[src/rtl/rt_pkg.sv]
// Shared types for the reaction timer.
// Assumes: nothing; included first in compile order.
package rt_pkg;
    typedef enum logic [1:0] {
        ST_IDLE = 2'd0,
        ST_WAIT = 2'd1,
        ST_RUN  = 2'd2,
        ST_HOLD = 2'd3
    } rt_state_t;
endpackage

[src/rtl/rt_lfsr.sv]
// Free-running Galois shift register used as a pseudo-random source.
// Assumes: SEED is non-zero; the register steps every clock and is never stalled.
module rt_lfsr #(
    parameter int             W    = 16,
    parameter logic [W-1:0]   TAPS = 'hB400,
    parameter logic [W-1:0]   SEED = 'hACE1
) (
    input  logic         clk,
    input  logic         rst_n,
    output logic [W-1:0] value
);
    // Advance the sequence one step per clock.
    always_ff @(posedge clk) begin
        if (!rst_n)
            value <= SEED;
        else if (value[0])
            value <= (value >> 1) ^ TAPS;
        else
            value <= value >> 1;
    end
endmodule

[src/rtl/rt_tick_div.sv]
// Divides the clock down to a one-cycle tick every DIV cycles.
// Assumes: DIV >= 1; restart realigns the phase so the first tick follows DIV cycles later.
module rt_tick_div #(
    parameter int DIV = 100000
) (
    input  logic clk,
    input  logic rst_n,
    input  logic restart,
    output logic tick
);
    localparam int            CW   = (DIV > 1) ? $clog2(DIV) : 1;
    localparam logic [CW-1:0] LAST = CW'(DIV - 1);

    logic [CW-1:0] phase;

    // Count cycles within one tick period, wrapping at the last one.
    always_ff @(posedge clk) begin
        if (!rst_n || restart)
            phase <= '0;
        else if (phase == LAST)
            phase <= '0;
        else
            phase <= phase + CW'(1);
    end

    assign tick = (phase == LAST);
endmodule

[src/rtl/rt_delay_pick.sv]
// Turns a raw random field into a clamped wait length in milliseconds.
// Assumes: MIN_UNITS <= MAX_UNITS and both fit in RAW_W bits.
module rt_delay_pick #(
    parameter int RAW_W     = 7,
    parameter int WAIT_W    = 14,
    parameter int UNIT_MS   = 100,
    parameter int MIN_UNITS = 10,
    parameter int MAX_UNITS = 100
) (
    input  logic [RAW_W-1:0]  raw,
    output logic [WAIT_W-1:0] wait_ms
);
    localparam logic [RAW_W-1:0]  LO     = RAW_W'(MIN_UNITS);
    localparam logic [RAW_W-1:0]  HI     = RAW_W'(MAX_UNITS);
    localparam logic [WAIT_W-1:0] UNIT_V = WAIT_W'(UNIT_MS);

    logic [RAW_W-1:0] units;

    // Clamp the unit count into range, then scale it to milliseconds.
    always_comb begin
        if (raw < LO)
            units = LO;
        else if (raw > HI)
            units = HI;
        else
            units = raw;
        wait_ms = WAIT_W'(units) * UNIT_V;
    end
endmodule

[src/rtl/reaction_timer.sv]
// Reaction round sequencer: random wait, cue, stoppable millisecond count, capture strobe.
// Assumes: start_pulse and react_pulse are synchronous, one cycle wide and debounced;
// CLK_HZ is a multiple of 1000; start has priority over react.
module reaction_timer #(
    parameter int CLK_HZ    = 100_000_000,
    parameter int UNIT_MS   = 100,
    parameter int MIN_UNITS = 10,
    parameter int MAX_UNITS = 100,
    parameter int CNT_W     = 8
) (
    input  logic             clk,
    input  logic             rst_n,
    input  logic             start_pulse,
    input  logic             react_pulse,
    output logic             cue_led,
    output logic [CNT_W-1:0] elapsed_ms,
    output logic             result_valid
);
    import rt_pkg::*;

    localparam int               CYC_PER_MS = CLK_HZ / 1000;
    localparam int               RAW_W      = $clog2(MAX_UNITS + 1);
    localparam int               WAIT_W     = $clog2(MAX_UNITS * UNIT_MS + 1);
    localparam logic [CNT_W-1:0] CNT_MAX    = {CNT_W{1'b1}};
    localparam logic [WAIT_W-1:0] MIN_MS    = WAIT_W'(MIN_UNITS * UNIT_MS);
    localparam logic [WAIT_W-1:0] MAX_MS    = WAIT_W'(MAX_UNITS * UNIT_MS);

    rt_state_t         state;
    logic [15:0]       rnd;
    logic              ms_tick;
    logic [WAIT_W-1:0] pick_ms;
    logic [WAIT_W-1:0] wait_left;

    rt_lfsr #(.W(16)) i_lfsr (
        .clk   (clk),
        .rst_n (rst_n),
        .value (rnd)
    );

    rt_tick_div #(.DIV(CYC_PER_MS)) i_tick (
        .clk     (clk),
        .rst_n   (rst_n),
        .restart (start_pulse),
        .tick    (ms_tick)
    );

    rt_delay_pick #(
        .RAW_W     (RAW_W),
        .WAIT_W    (WAIT_W),
        .UNIT_MS   (UNIT_MS),
        .MIN_UNITS (MIN_UNITS),
        .MAX_UNITS (MAX_UNITS)
    ) i_pick (
        .raw     (rnd[RAW_W-1:0]),
        .wait_ms (pick_ms)
    );

    // Round sequencing: wait countdown, running count, stop and strobe.
    always_ff @(posedge clk) begin
        if (!rst_n) begin
            state        <= ST_IDLE;
            wait_left    <= '0;
            elapsed_ms   <= '0;
            result_valid <= 1'b0;
        end else begin
            result_valid <= 1'b0;
            if (start_pulse) begin
                state      <= ST_WAIT;
                wait_left  <= pick_ms;
                elapsed_ms <= '0;
            end else begin
                case (state)
                    ST_WAIT: begin
                        if (ms_tick) begin
                            if (wait_left <= WAIT_W'(1))
                                state <= ST_RUN;
                            else
                                wait_left <= wait_left - WAIT_W'(1);
                        end
                    end
                    ST_RUN: begin
                        if (react_pulse) begin
                            state        <= ST_HOLD;
                            result_valid <= 1'b1;
                        end else if (ms_tick && elapsed_ms != CNT_MAX) begin
                            elapsed_ms <= elapsed_ms + CNT_W'(1);
                        end
                    end
                    default: ;
                endcase
            end
        end
    end

    assign cue_led = (state == ST_RUN);

    AST_START_CLEARS: assert property (@(posedge clk) disable iff (!rst_n)
        start_pulse |=> (elapsed_ms == '0 && !cue_led));
    AST_WAIT_BOUNDS: assert property (@(posedge clk) disable iff (!rst_n)
        start_pulse |=> (wait_left >= MIN_MS && wait_left <= MAX_MS));
    AST_COUNT_STEP: assert property (@(posedge clk) disable iff (!rst_n)
        !start_pulse |=> (elapsed_ms == $past(elapsed_ms) ||
                          elapsed_ms == $past(elapsed_ms) + CNT_W'(1)));
    AST_EARLY_IGNORED: assert property (@(posedge clk) disable iff (!rst_n)
        (state == ST_WAIT && react_pulse && !start_pulse) |=> (!result_valid && elapsed_ms == '0));
    AST_SAT_HOLD: assert property (@(posedge clk) disable iff (!rst_n)
        (elapsed_ms == CNT_MAX && !start_pulse) |=> (elapsed_ms == CNT_MAX));
    AST_STROBE_SINGLE: assert property (@(posedge clk) disable iff (!rst_n)
        result_valid |=> !result_valid);
    AST_STROBE_AFTER_CUE: assert property (@(posedge clk) disable iff (!rst_n)
        result_valid |-> ($past(cue_led) && !cue_led));
    AST_DARK_FROZEN: assert property (@(posedge clk) disable iff (!rst_n)
        (!cue_led && !start_pulse) |=> (elapsed_ms == $past(elapsed_ms) && !result_valid));
endmodule

[config.mk]
export PLATFORM = sky130hd
export DESIGN_NAME = reaction_timer
export DESIGN_NICKNAME = d
export VERILOG_FILES = /design/src/rtl/rt_pkg.sv /design/src/rtl/rt_lfsr.sv /design/src/rtl/rt_tick_div.sv /design/src/rtl/rt_delay_pick.sv /design/src/rtl/reaction_timer.sv
export SDC_FILE = /design/constraint.sdc
export NUM_CORES = 1
export LEC_CHECK = 0
export BUFFER_PORTS_ARGS = -buffer_cell sky130_fd_sc_hd__buf_2
export CAP_MARGIN = 20
export CORE_AREA = 4 4 88 90
export DETAILED_ROUTE_END_ITERATION = 10
export DIE_AREA = 0 0 92 94
export MAX_ROUTING_LAYER = met4
export SETUP_SLACK_MARGIN = 0.5
export SLEW_MARGIN = 20
export SYNTH_ARGS = -nofsm -noshare
export SYNTH_HDL_FRONTEND = slang
export SYNTH_SLANG_ARGS = --single-unit
export TNS_END_PERCENT = 100
[constraint.sdc]
create_clock -name clk -period 3.9 [get_ports clk]
set_input_delay 0.78 -clock clk [delete_from_list [all_inputs] [get_ports clk]]
set_output_delay 0.78 -clock clk [all_outputs]
set_load 0.05 [all_outputs]
==> flow_summary.yaml <==
route:
  dr_total_vias: 2419
  initialDrtViolationCount: 108
  route.met2.wl_mm: 2.77
  wl_met3_um: 242
  ant_nets: 0
  finalWirelength_mm: 6.22
  drc: 0
  m1WireLength_mm: 3.11
  drt-wirelength-per-cell_um: 13.3
  vias_per_cell: 5.16
  highest_layer: "met4"
  firstDrtPassIters: 4
critical_path:
  r2r_slack_ps: 630
  slowest_delay_ps: 450
  critical-path-top-delay-family: "adder cells"
  rr_endpoint: "wait_left[12]"
  critPathLaunch: "i_lfsr.value[5]"
  critical_path_class: "reg -> reg"
  timing.rr.start: "i_lfsr.value[5]"
  critPathBufInv: 2
  critical_path_cell_count: 15
  crit_slowest_cell: "fa_1"
  path_cells: "nor2_4 -> a21boi_0 -> o22ai_1 -> inv_1 -> ha_1 -> ha_2 -> ha_4 -> inv_1 -> fa_1 -> nor2b_1 -> nor3_2 -> o21bai_1 -> a21oi_1 -> xor2_1 -> o22ai_1"
  path_max_fanout: 6
  r2r.worst_path.cells: 15
  cp-start-kind: "flip-flop"
  worstPathRequired_ps: 4120
  end_kind: "flip-flop"
  critPathCapture: "wait_left[12]"
  cp_data_arrival_time_ps: 3490
pwr:
  sw_frac_of_total_pct: 25.9
  combPwrFrac_pct: 16.7
  seqPwrFrac_pct: 44.7
  p_int_w: 0.00107
  finalPower_w: 0.00144
  p_clk_share_pct: 38.5
  ir_drop_uv: 281
  p_leak_nw: 1.46
  p_per_area_mw_per_mm2: 396
  switching_power_w: 0.000373
synth:
  synth_fp_nets: 382
  synth_common_cells: "dfxtp_1, nor2_1, ha_1, nand2_1, xor2_1"
  syn_inst: 347
  yosys_register_bits: 58
  async_flop_share_pct: 0
  yosysMostFrequentCell: "dfxtp_1"
  synth_area_leader_cell: "dfxtp_1"
  yosys.cell_types.count: 41
  synth.top_cell.area_share_pct: 37.5
  synth_edf_count: 0
  syn_area_mm2: 0.00310
  synthFlopType: "dfxtp_1"
  syn-mean-instance-area_um2: 8.93
  synth-seq-area-share_pct: 37.5
  yosysWarnings: 0
  synth.area.top_cells: "dfxtp_1, ha_1, xor2_1"
floorplan:
  dieArea_mm2: 0.00865
  floorplan.rows: 31
  die_width_um: 92
  core_mm2: 0.00706
  start_util_pct: 43.9
  num_io_pins: 14
  die_y_um: 94
cts:
  clock_path_buffers: 2
  cts_tree: "built"
  cts-buffers-inserted: 9
  hold_buffers: 0
  cts_sinks: 58
  root_buffer: "clkbuf_8"
  clk_latency_ps: 340
  clkTransAtPathRegs_ps: 70
  htree_levels: 3
sta:
  worstMarginPinSlew_ps: 875
  period_needed_ps: 3270
  setup_violations: 0
  fin_setup_tns_ps: 0
  hold_viol_final: 0
  skew_ps: 9.94
  final_max_slew_viol_count: 0
  rsz0062_at_grt: "false"
  maxSlewHeadroom_pct: 41.4
  timing.final.crit_share_pct: 83.8
  fmax_mhz: 306
final_layout:
  post-route-util_pct: 51.6
  multi_input_area_mm2: 0.00199
  antenna_cells: 0
  syn_to_final_growth_pct: 17.5
  seq_area_mm2: 0.00117
  fin_cells: 469
  layout.nets: 400
  drive_gt1_share_pct: 16.5
  final_area_mm2: 0.00364
  n_fill_cell: 669
global_routing:
  antenna_found_initial: 0
  grt_pass1_wl_mm: 10.4
  grt_max_degree: 30
  track_usage_pct: 15.7
  grt-ovfl-total: 0
  grt_pass1_vias: 2257
placement:
  port_buffers: 13
  dpl_cell_area_mm2: 0.00326
  gp_congestion: 0.768
  dpl.hpwl_mm: 4.08
  place_inst: 450
hold_path:
  min_path_cells: 1
  hold_class: "reg -> reg"
  min_from: "i_lfsr.value[7]"
outcome:
  run_status: "finished, final reports clean"
run:
  drv_cap: 0
## worst register-to-register path: cells and delay by family (launching register included)
family	cells	cell delay, ps
AOI/OAI and AO/OA	5	640
and+or+nand+nor	3	440
DFF	1	370
adders and majority gates	4	1320
xor gates and xnor gates	1	190
buffers and inverters	2	190
## worst min-delay path by stage
stage                                  end
after floorplan           i_lfsr.value[11]
after global placement     i_lfsr.value[7]
after detailed placement   i_lfsr.value[6]
after CTS                  i_lfsr.value[6]
after global routing      i_lfsr.value[11]
final                      i_lfsr.value[6]
## what timing repair did
action / 4_1_cts / 5_1_grt
pin swaps: 2 / 7
setup buffers: 1 / 2
cloned: 0 / 0
resized for setup: 5 / 24
setup endpoints to repair: 3 / 4
## through the flow
step	hold slack [ps]	worst slack, ps
2_1_floorplan	386	523
3_5_place_dp	392	281
3_3_place_gp	400	397
5_1_grt	445	421
4_1_cts	411	508
6_report	405	631
## cell families after synthesis
family	Yosys count	synth area share, %
AND/OR/NAND/NOR	149	25.6
AO/OA/AOI/OAI	47	9.98
XOR/XNOR	38	10.7
flip-flops	58	37.5
buffers and inverters	24	3.15
adder cells (fa/ha/maj)	31	13.0
## flip-flops by register name, summed over array words and instances (netlist names)
register / count
i_tick.phase: 17
i_lfsr.value: 16
wait_left: 14
elapsed_ms: 8
state: 2
result_valid: 1
## cell usage in the layout (no fill, tap or decap), types with 8 or more instances in the layout
master	instances
nand2b_1	10
xor2_1	21
nand3_1	11
clkbuf_8	11
nand4_1	11
xnor2_1	17
buf_2	13
ha_1	21
o21ai_0	11
nor2_1	39
and2_1	8
dfxtp_1	53
nand2_1	27
inv_1	12
## power by group through the flow
stage                     sequential [W]  combinational (W)  clock (W)
after detailed placement        0.000655           0.000190          0
after floorplan                 0.000648           0.000151          0
after global placement          0.000654           0.000187          0
after global routing            0.000649           0.000266   0.000609
final                           0.000644           0.000241   0.000556
after CTS                       0.000642           0.000196   0.000578
## layout make-up
type | instances | share of cell area [%]
Tap cell | 99 | 3.40
Inverter | 12 | 1.24
Multi-Input combinational cell | 265 | 54.8
Clock buffer | 14 | 4.47
Timing Repair Buffer | 19 | 3.03
Sequential cell | 58 | 32.1
Clock inverter | 2 | 0.963
## routing by layer
| metal | up-vias | GRT usage [%] |
|---|---|---|
| li1 | 1244 | - |
| met1 | 1124 | 19.6 |
| met2 | 42 | 24.0 |
| met3 | 9 | 4.97 |
| met4 | 0 | 5.94 |
| met5 | - | - |
Power figures use the tool's default switching activity.
